File: src/rtl/ipv4_fp_pkg.sv
package ipv4_fp_pkg;
    localparam int HDR_W   = 160;
    localparam int VER_LSB = 156;
    localparam int IHL_LSB = 152;
    localparam int LEN_LSB = 128;
    localparam int TTL_LSB = 88;
    localparam int CK_LSB  = 64;

    // one's-complement 16-bit add with end-around carry
    function automatic logic [15:0] oc_add(input logic [15:0] a, input logic [15:0] b);
        logic [16:0] s;
        s = {1'b0, a} + {1'b0, b};
        return s[15:0] + {15'd0, s[16]};
    endfunction
endpackage

File: src/rtl/ipv4_fp_check.sv
module ipv4_fp_check #(
    parameter int          HASH_W  = 8,
    parameter logic [15:0] MAX_LEN = 16'd9216
) (
    input  logic [7:0]        ver_ihl,
    input  logic [15:0]       tot_len,
    input  logic [7:0]        ttl,
    input  logic [31:0]       dst,
    input  logic [15:0]       mtu,
    output logic              slow,
    output logic [HASH_W-1:0] tag
);
    logic bad_form, bad_len, mcast, frag, dying;

    always_comb begin
        bad_form = (ver_ihl != 8'h45);
        bad_len  = (tot_len < 16'd20) || (tot_len > MAX_LEN);
        mcast    = (dst[31:28] == 4'hE);
        frag     = (tot_len > mtu);
        dying    = (ttl <= 8'd1);
        slow     = bad_form | bad_len | mcast | frag | dying;
    end

    always_comb begin
        tag = '0;
        for (int i = 0; i < 32; i++) begin
            tag[i % HASH_W] = tag[i % HASH_W] ^ dst[i];
        end
    end
endmodule

File: src/rtl/ipv4_fp_rewrite.sv
module ipv4_fp_rewrite
    import ipv4_fp_pkg::*;
(
    input  logic [HDR_W-1:0] hdr_in,
    input  logic             slow,
    output logic [HDR_W-1:0] hdr_out
);
    always_comb begin
        hdr_out = hdr_in;
        if (!slow) begin
            hdr_out[TTL_LSB +: 8] = hdr_in[TTL_LSB +: 8] - 8'd1;
            hdr_out[CK_LSB +: 16] = oc_add(hdr_in[CK_LSB +: 16], 16'h0100);
        end
    end
endmodule

File: src/rtl/ipv4_fp_preg.sv
module ipv4_fp_preg #(
    parameter int WIDTH = 8
) (
    input  logic             clk,
    input  logic             rst_n,
    input  logic             en,
    input  logic             d_valid,
    input  logic [WIDTH-1:0] d,
    output logic             q_valid,
    output logic [WIDTH-1:0] q
);
    always_ff @(posedge clk) begin
        if (!rst_n) begin
            q_valid <= 1'b0;
            q       <= '0;
        end else if (en) begin
            q_valid <= d_valid;
            q       <= d;
        end
    end
endmodule

File: src/rtl/ipv4_fastpath.sv
module ipv4_fastpath
    import ipv4_fp_pkg::*;
#(
    parameter int          HASH_W  = 8,
    parameter logic [15:0] MAX_LEN = 16'd9216
) (
    input  logic              clk,
    input  logic              rst_n,
    input  logic [15:0]       mtu,
    input  logic              in_valid,
    output logic              in_ready,
    input  logic [159:0]      in_hdr,
    output logic              out_valid,
    input  logic              out_ready,
    output logic [159:0]      out_hdr,
    output logic              out_slow,
    output logic [HASH_W-1:0] out_tag
);
    localparam int NSTG = 3;
    localparam int BUS_W = HDR_W + 1 + HASH_W;

    logic [BUS_W-1:0] stg_d [NSTG];
    logic [BUS_W-1:0] stg_q [NSTG];
    logic             stg_dv[NSTG];
    logic             stg_qv[NSTG];
    logic             advance;

    logic              chk_slow;
    logic [HASH_W-1:0] chk_tag;
    logic [HDR_W-1:0]  rw_hdr;

    assign advance  = !stg_qv[NSTG-1] || out_ready;
    assign in_ready = advance;

    // check stage
    ipv4_fp_check #(.HASH_W(HASH_W), .MAX_LEN(MAX_LEN)) u_check (
        .ver_ihl (in_hdr[IHL_LSB +: 8]),
        .tot_len (in_hdr[LEN_LSB +: 16]),
        .ttl     (in_hdr[TTL_LSB +: 8]),
        .dst     (in_hdr[31:0]),
        .mtu     (mtu),
        .slow    (chk_slow),
        .tag     (chk_tag)
    );

    // rewrite stage
    ipv4_fp_rewrite u_rewrite (
        .hdr_in  (stg_q[0][BUS_W-1 -: HDR_W]),
        .slow    (stg_q[0][HASH_W]),
        .hdr_out (rw_hdr)
    );

    assign stg_d[0]  = {in_hdr, chk_slow, chk_tag};
    assign stg_dv[0] = in_valid;
    assign stg_d[1]  = {rw_hdr, stg_q[0][HASH_W:0]};
    assign stg_dv[1] = stg_qv[0];
    assign stg_d[2]  = stg_q[1];
    assign stg_dv[2] = stg_qv[1];

    for (genvar g = 0; g < NSTG; g++) begin : g_stage
        ipv4_fp_preg #(.WIDTH(BUS_W)) u_reg (
            .clk     (clk),
            .rst_n   (rst_n),
            .en      (advance),
            .d_valid (stg_dv[g]),
            .d       (stg_d[g]),
            .q_valid (stg_qv[g]),
            .q       (stg_q[g])
        );
    end

    // emit stage
    assign out_valid = stg_qv[NSTG-1];
    assign out_hdr   = stg_q[NSTG-1][BUS_W-1 -: HDR_W];
    assign out_slow  = stg_q[NSTG-1][HASH_W];
    assign out_tag   = stg_q[NSTG-1][HASH_W-1:0];


    stall_hold_chk: assert property (@(posedge clk) disable iff (!rst_n)
        out_valid && !out_ready |=> out_valid && $stable(out_hdr) && $stable(out_slow) && $stable(out_tag));

    fast_form_chk: assert property (@(posedge clk) disable iff (!rst_n)
        out_valid && !out_slow |-> out_hdr[IHL_LSB +: 8] == 8'h45);

    fast_len_chk: assert property (@(posedge clk) disable iff (!rst_n)
        out_valid && !out_slow |-> out_hdr[LEN_LSB +: 16] >= 16'd20 && out_hdr[LEN_LSB +: 16] <= MAX_LEN);

    fast_ucast_chk: assert property (@(posedge clk) disable iff (!rst_n)
        out_valid && !out_slow |-> out_hdr[31:28] != 4'hE);

    fast_ttl_live_chk: assert property (@(posedge clk) disable iff (!rst_n)
        out_valid && !out_slow |-> out_hdr[TTL_LSB +: 8] != 8'd0);
endmodule

File: config.mk
export PLATFORM = sky130hd
export DESIGN_NAME = ipv4_fastpath
export DESIGN_NICKNAME = d
export VERILOG_FILES = /design/src/rtl/ipv4_fp_pkg.sv /design/src/rtl/ipv4_fp_check.sv /design/src/rtl/ipv4_fp_rewrite.sv /design/src/rtl/ipv4_fp_preg.sv /design/src/rtl/ipv4_fastpath.sv
export SDC_FILE = /design/constraint.sdc
export NUM_CORES = 1
export LEC_CHECK = 0
export ABC_CLOCK_PERIOD_IN_PS = 3200
export BUFFER_PORTS_ARGS = -buffer_cell sky130_fd_sc_hd__buf_4
export CAP_MARGIN = 20
export CORE_MARGIN = 5
export CORE_UTILIZATION = 55
export CTS_CLUSTER_SIZE = 12
export DETAILED_ROUTE_END_ITERATION = 7
export GPL_ROUTABILITY_DRIVEN = 0
export PLACE_DENSITY = 0.79
export REMOVE_ABC_BUFFERS = 1
export SLEW_MARGIN = 20
export SYNTH_ARGS = -nofsm -noshare
export SYNTH_HDL_FRONTEND = slang
export SYNTH_SLANG_ARGS = --single-unit
export TNS_END_PERCENT = 100
File: constraint.sdc
create_clock -name clk -period 3.2 [get_ports clk]
set_input_delay 0.32 -clock clk [delete_from_list [all_inputs] [get_ports clk]]
set_output_delay 0.32 -clock clk [all_outputs]
set_load 0.02 [all_outputs]
* Yosys cells after proc, flatten, opt, wreduce, memory -nomap -nowiden
Cells that the tools add are included.
** Word-level totals
- Register bits after elaboration :: 510
- Output and inout port bits :: 171
** Operators by class
- Add/sub/neg operators :: 3
- Order comparisons :: 4
- Equality and inequality tests :: 2
- Mux-type cells :: 2
- Bitwise gates (word level) :: 28
- Reductions and logical operators :: 3
** Operators with widths (count)
- bitwise XOR 1 bit :: 24
- adder 16 x 9 -> 17 bit, second input constant :: 1
- adder 16 x 1 -> 16 bit :: 1
- > comparator 16 x 14 -> 1 bit, second input constant :: 1
- > comparator 16 bit :: 1
- < comparator 16 x 5 -> 1 bit, second input constant :: 1
- two-way mux 16 bit :: 1
- less-or-equal comparator 8 x 1 -> 1 bit, second input constant :: 1
- two-way mux 8 bit :: 1
- inequality test 8 x 7 -> 1 bit, second input constant :: 1
- subtractor 8 x 1 -> 8 bit, second input constant :: 1
- equality test 4 bit, second input constant :: 1
- OR 1 bit :: 4
- logical OR 1 bit :: 2
- zero test 1 bit :: 1

* Depth between registers and ports, before layout
Gate-level depths: netlist of run 1.
- Word-level depth :: 6
- Gate-level depth with buffers :: 11
- Depth with buffers taken out :: 11

* By module
Synthesis of run 1 repeated with hierarchy kept, for this count alone.
** Unflattened totals
- Cell total of the unflattened synthesis :: 1981
- Area total of the unflattened synthesis :: 22022.4 sq um
** Modules (own cells, without submodules)
- ipv4_fp_preg :: instances 3, cells an instance 548, area an instance 6517.5 sq um, sequential area each 3403.3 sq um
- ipv4_fp_rewrite :: instances 1, cells an instance 238, area an instance 1736.7 sq um, sequential area each 0.0 sq um
- ipv4_fp_check :: instances 1, cells an instance 98, area an instance 726.9 sq um, sequential area each 0.0 sq um
- ipv4_fastpath :: instances 1, cells an instance 1, area an instance 6.3 sq um, sequential area each 0.0 sq um

* Least setup slack after synthesis of run 1
No wires, ideal clock.
- Path kind :: register to register
- Start point :: register g_stage[0].u_reg.q[81]
- End point :: register g_stage[1].u_reg.q[88]
- Setup time :: 0.132 ns
- Arrival :: 2.356 ns
- Setup slack :: 0.712 ns
- Cell stages (with the launch flop) :: 12
- Path buffers :: 0
- Period minus slack after synthesis :: 2.488 ns
- Cells stage by stage :: dfxtp_1 > ha_1 > nand2_1 > nor2b_1 > and3_1 > ha_1 > and2_2 > nand4_4 > or3b_4 > nor3_2 > mux2i_1 > a21oi_1
** Between the ends
- Word-level cells in the longest chain between the ends :: 3
** RTL lines
- from (decl) :: RTL line ipv4_fp_preg.sv:10 : output logic [WIDTH-1:0] q
- from (signal assigned) :: RTL line ipv4_fp_preg.sv:15 : q <= '0;
- from (signal assigned) :: RTL line ipv4_fp_preg.sv:18 : q <= d;
- adder 16 x 9 -> 17 bit :: RTL line ipv4_fp_pkg.sv:12 : s = {1'b0, a} + {1'b0, b};
- adder 16 x 1 -> 16 bit :: RTL line ipv4_fp_pkg.sv:13 : return s[15:0] + {15'd0, s[16]};
- two-way mux 16 bit :: RTL line ipv4_fp_rewrite.sv:10 : if (!slow) begin
- to (signal assigned) :: RTL line ipv4_fp_preg.sv:15
- to (signal assigned) :: RTL line ipv4_fp_preg.sv:18
- to (decl) :: RTL line ipv4_fp_preg.sv:10
Every way passes these cells.
A chain may end at the register's enable or synchronous reset.

* Final worst setup path of run 1
Same ends and word-level chain as after synthesis.

==> results of run 1 <==
[synth_stat cells, drive strengths merged, types with 9 or more instances]
master,n
inv,23
clkbuf,152
nand2,968
ha,21
dfxtp,510
buf,20
xnor2,38
nor2,33
nor3,9
a211oi,22
o21ai,18
a21oi,485
[cells in the final DEF (no fill, tap or decap), drive strengths merged, types with 4 or more instances in the layout]
cell type  count
buf          365
and3           7
dfxtp        510
nor4           5
nand2        968
xor2           4
nand4          8
nand3          6
ha            21
a311oi         4
clkbuf        76
nor3           9
o21ai         18
inv           26
nor2b          7
xnor2         38
nor2          33
a21oi        485
a211oi        22
[layout make-up]
cell class,count,area (um2)
fillers,2766,10400
flip-flops and latches,510,10200
multi-input cells,1674,7710
repair buffers,368,2880
clock buffers,76,1530
well taps,448,561
clock inverters,6,116
inverters,23,101
diodes,3,7.51
[logic make-up (layout without fill, tap and decap cells)]
logic type,Yosys count,in the layout
compound gates,544,544
mux,3,3
flops,510,510
fa+ha+maj,21,21
xor+xnor,42,42
buf+inv,196,473
other cells,0,3
simple gates,1064,1064
[worst min path at each step]
stage	startpoint	end	depth (start not counted)
global route	in_hdr[122]	g_stage[0].u_reg.q[131]	3
finish	in_hdr[117]	g_stage[0].u_reg.q[126]	3
detailed placement	g_stage[1].u_reg.q[64]	g_stage[1].u_reg.q[64]	2
floorplan	g_stage[0].u_reg.q[105]	g_stage[0].u_reg.q[105]	2
global placement	g_stage[1].u_reg.q[95]	g_stage[1].u_reg.q[95]	2
CTS	in_hdr[70]	g_stage[0].u_reg.q[79]	3
[state kept, by name (all words and copies together) (netlist names)]
name / count
g_stage.u_reg.q_valid: 3
g_stage.u_reg.q: 507
[power by group through the flow]
stage	Clock [mW]	Combinational, mW	Sequential, mW
floorplan	0	0.625	7.04
global placement	0	1.07	6.97
detailed placement	0	1.10	6.99
CTS	5.95	1.11	6.85
global route	6.23	1.23	6.88
finish	5.82	1.10	6.85
[worst reg2reg max path, delay by kind of cell (launching register included)]
kind	cells	cell delay [ps]
AOI/OAI and AO/OA	1	80
and+or+nand+nor	7	1460
adders and majority gates	2	490
DFF	1	440
muxes	1	230
[through the flow]
step | hold WS (ps) | power, mW | instances | cell area [um2]
after CTS | 0.218 | 13.9 | 3105 | 23100
after detailed placement | 443 | 8.08 | 3020 | 21400
after floorplan | 432 | 7.66 | 2207 | 18000
final | 22.9 | 13.8 | 3108 | 23100
after global placement | 438 | 8.04 | 3020 | 21400
after global routing | 3.29 | 14.3 | 3108 | 23100
[metal layers]
| metal | vias to the layer above | global-route usage (%) |
|---|---|---|
| li1 | 8225 | - |
| met1 | 7485 | 28.0 |
| met2 | 421 | 38.0 |
| met3 | 88 | 5.18 |
| met4 | 0 | 7.84 |
| met5 | - | 0 |
[what timing repair did]
item                      in CTS  in global routing
resized for setup              0                  0
hold endpoints to repair       3                  0
hold buffers                   3                  0
==> results.toml, run 1 <==
[power_and_ir_drop]
p_leak_nw = 9.57
combinationalPowerShare_pct = 8.0
p_int_mw = 10.7
p_sw_share_pct = 22.4
ir_worst_vdd_mv = 0.348
power_density_mw_per_mm2 = 595
p_seq_share_pct = 49.7
p_switching_mw = 3.09
clockPowerShare_pct = 42.2

[clocking]
cts_root_buf = "clkbuf_16"
h-tree-depth = 2
clkLatencyLatePin_ps = 550
clock-sinks = 510
clock_path_buffers = 3
cts-buffers-inserted = 52
cts_tree = "done"
cts_setup_buffers = 0
clk_pin_slew_ps = 60

[critical_path]
critical_path_buf_inv_count = 0
r2r-end = "g_stage[1].u_reg.q[88]"
endpoint = "g_stage[1].u_reg.q[88]"
regToRegSetupSlack_ps = 360
crit_path_max_incr_delay_ps = 440
crit_chain = "ha_1 -> nand2_1 -> nor2b_1 -> and3_1 -> ha_1 -> and2_2 -> nand4_4 -> or3b_4 -> nor3_2 -> mux2i_1 -> a21oi_1"
cp_slowest_cell = "dfxtp_1"
crit_family = "simple AND/OR/NAND/NOR gates"
critPathKind = "flop to flop"
reg2reg_from = "g_stage[0].u_reg.q[81]"
arrival_ps = 3250
cp-startpoint = "g_stage[0].u_reg.q[81]"
critPathLaunchType = "flop"
worstSetupEndpointType = "flop"
crit_path_max_fanout = 7
crit_cells = 11
cp.required_ps = 3620
worstRegToRegCells = 11
crit_top_cell = "ha_1"

[timing]
skew_ps = 8.60
fmax_mhz = 352
rsz0062_at_grt = "false"
max_slew.worst_pin.slew_ps = 993
fin_setup_tns_ps = 0
finalHoldViolations = 0
setup_viol_count_final = 0
fin_crit_ps = 2840
slew_viol_final = 0
fin_ws_ps = 362
relSlewSlack_pct = 33.8
post-route-period-util_pct = 88.7

[final_layout]
final_util_pct = 69.0
fin_nets = 2830
area_growth_pct = 23.6
drive_above_1_share_pct = 16.9

[drt]
via_per_inst = 5.22
wl_per_cell_um = 14.4
ant_nets = 0
vias = 16200
wl_um = 44600
drt_first_pass_iters = 5
drt-initial-drc-count = 984
met2_length_um = 22000
wl_met3_um = 2940
remaining_drc_errors = 0
met1Wirelength_um = 18300
routed.top_layer = "met4"

[synth]
synth-edff-count = 0
synth_compound_area_share_pct = 15.2
yosysWarnings = 0
ys_ff_latch = 510
syn_area_mm2 = 0.0187
yosysTopAreaCell = "dfxtp_1"
synth-simple-area-share_pct = 22.4
synth_top_area_share_pct = 54.6
synthTopCellsByArea = "dfxtp_1, nand2_1, a21oi_1"
synthMuxAreaShare_pct = 0.160
synthAdderAreaFrac_pct = 1.40
yosysSeqAreaShare_pct = 54.6
synth.distinct_cells = 54
synth_xor_area_share_pct = 1.97
synthFlopType = "dfxtp_1"
synthCells = 2380
async_flop_share_pct = 0
syn_area_per_cell_um2 = 7.86
synth_top_family_by_area = "simple AND/OR/NAND/NOR gates"

[grt]
grt_use_total_pct = 22.3
grt_pass1_vias = 15200
grt_pass1_wl_um = 72900
grt_overflow_total = 0
antenna_found_initial = 3
grt_max_degree = 164

[floorplanning]
rows = 67
core_area_mm2 = 0.0335
pin_count = 351
dieArea_mm2 = 0.0378
die_x_um = 194
die_h_um = 194
initial_core_util_pct = 55.8

[placement]
place_ws_ps = 351
io_buffers = 350
dpl.hpwl_um = 29300

[worst_hold_path]
min-delay-path-class = "input port to flop"

[status]
status = "complete, no violations"

[flow_run]
cap_violations = 0
No activity file was read; power rests on OpenSTA's default activity.
==> run 2, diff against run 1 <==
Settings changed: CORE_UTILIZATION 55 to 40, PLACE_DENSITY 0.79 to default, RECOVER_POWER from default to 25.
==> results.toml, run 2 (same netlist as run 1, synthesis figures left out) <==
[status]
status = "complete, no violations"

[power_and_ir_drop]
p_leak_nw = 9.57
p_switching_mw = 3.28
power_density_mw_per_mm2 = 584
finalPower_mw = 14.2
p_int_mw = 10.9
p_seq_share_pct = 48.2
p_sw_share_pct = 23.1
ir_worst_vdd_mv = 0.472
clockPowerShare_pct = 43.3
combinationalPowerShare_pct = 8.5

[placement]
dpl.hpwl_um = 30900
io_buffers = 350
postPlaceCellArea_mm2 = 0.0217
dp.cells = 3186

[floorplanning]
dieArea_mm2 = 0.0512
initial_core_util_pct = 40.3
rows = 79
die_x_um = 226
core_area_mm2 = 0.0465
die_h_um = 226
pin_count = 351

[flow_run]
cap_violations = 0

[drt]
remaining_drc_errors = 0
wl_per_cell_um = 14.2
wl_um = 48700
drt_first_pass_iters = 5
ant_nets = 0
via_per_inst = 4.86
drt-initial-drc-count = 1128
vias = 16700

[clocking]
cts_tree = "done"
clkLatencyLatePin_ps = 580
cts_setup_buffers = 0
clock-sinks = 510
cts_root_buf = "clkbuf_16"
cts-buffers-inserted = 54
h-tree-depth = 2
clock_path_buffers = 3
clk_pin_slew_ps = 60

[final_layout]
area_growth_pct = 30.0
regMostFlops = "g_stage.u_reg.q"
nFillCells = 4538
final_util_pct = 52.4
top_regs = "g_stage.u_reg.q (507), g_stage.u_reg.q_valid (3)"
mostFrequentLayoutCells = "nand2_1, dfxtp_1, a21oi_1"
largest_register_ffs = 507
mostFrequentLayoutCell = "nand2_1"
finish.instance_area_mm2 = 0.0243
stdcell_count = 3438
fin_nets = 2989
drive_above_1_share_pct = 10.4

[grt]
grt_max_degree = 193
grt_pass1_vias = 15500
grt_pass1_wl_um = 77700
grt_overflow_total = 0
grt_use_total_pct = 18.1
antenna_found_initial = 5

[critical_path]
critPathLaunchType = "flop"
arrival_ps = 3300
crit_path_max_fanout = 7
worstSetupEndpointType = "flop"
critPathKind = "flop to flop"
cp.required_ps = 3660
regToRegSetupSlack_ps = 360

[timing]
max_slew.worst_pin.slew_ps = 867
slew_viol_final = 0
fmax_mhz = 352
finalHoldViolations = 0
setup_viol_count_final = 0
fin_crit_ps = 2840
skew_ps = 8.00
relSlewSlack_pct = 42.2
post-route-period-util_pct = 88.8
rsz0062_at_grt = "false"
fin_setup_tns_ps = 0

[worst_hold_path]
min-delay-path-class = "input port to flop"
run 2: cell count changes in the layout (fill, tap and decap cells not counted), sizes merged:
| cell | previous run | this run |
|---|---|---|
| dlygate4sd3 | 3 | 153 |
| buf | 365 | 202 |
| clkbuf | 76 | 254 |
| clkinv | 0 | 7 |
| inv | 26 | 24 |
| diode | 3 | 4 |
run 2: critical path, cell delays in order, from the launching register on:
cell	delay, ps
dfxtp_1	450
ha_1	340
nand2_1	130
nor2b_1	240
and3_1	190
ha_1	150
and2_2	180
nand4_4	110
or3b_4	420
nor3_2	220
mux2i_1	220
a21oi_1	80
run 2: per-stage QoR:
step                setup slack, ps  hold WS [ps]
detailed placement              385           443
finish                          360          39.5
CTS                             387         0.177
global placement                496           438
global route                    165          18.5
floorplan                    -37030           432
run 2: area by class of cell:
cell class,instances,area [um2],share of cell area (%)
Clock buffer,84,1620,6.65
Multi-Input combinational cell,1674,7710,31.7
Tap cell,607,759,3.12
Clock inverter,11,136,0.560
Antenna cell,4,10.0,0.0411
Sequential cell,510,10200,42.0
Timing Repair Buffer,525,3790,15.6
Inverter,23,101,0.416
run 2: repair_timing:
action / CTS / global route
hold buffers: 153 / 0
resized for setup: 0 / 0
hold endpoints to repair: 153 / 0
setup endpoints to repair: 0 / 0
run 2: path summary, 6_finish.rpt:
path,startpoint,endpoint,cells after the start
worst max register to register,g_stage[0].u_reg.q[82],g_stage[1].u_reg.q[88],11
worst min register to register,g_stage[2].u_reg.q[163],g_stage[2].u_reg.q[163],2
worst max-delay path,g_stage[0].u_reg.q[82],g_stage[1].u_reg.q[88],11
worst min-delay path,in_hdr[120],g_stage[0].u_reg.q[129],3
run 2: power groups by stage:
| stage | Clock [mW] | Combinational [mW] | Sequential (mW) |
|---|---|---|---|
| 4_1_cts | 6.33 | 1.28 | 6.84 |
| 5_1_grt | 6.60 | 1.35 | 6.88 |
| 2_1_floorplan | 0 | 0.625 | 7.04 |
| 3_3_place_gp | 0 | 1.10 | 6.97 |
| 6_report | 6.15 | 1.21 | 6.84 |
| 3_5_place_dp | 0 | 1.12 | 6.98 |
run 2: metal layers:
metal	part of all wire [%]	GRT usage (%)	vias up	wire length [um]
li1	-	-	8541	-
met1	44	23.5	7723	21200
met2	48	29.6	343	23300
met3	5.5	3.94	95	2690
met4	2.8	6.71	4	1370
met5	0.055	0	-	27
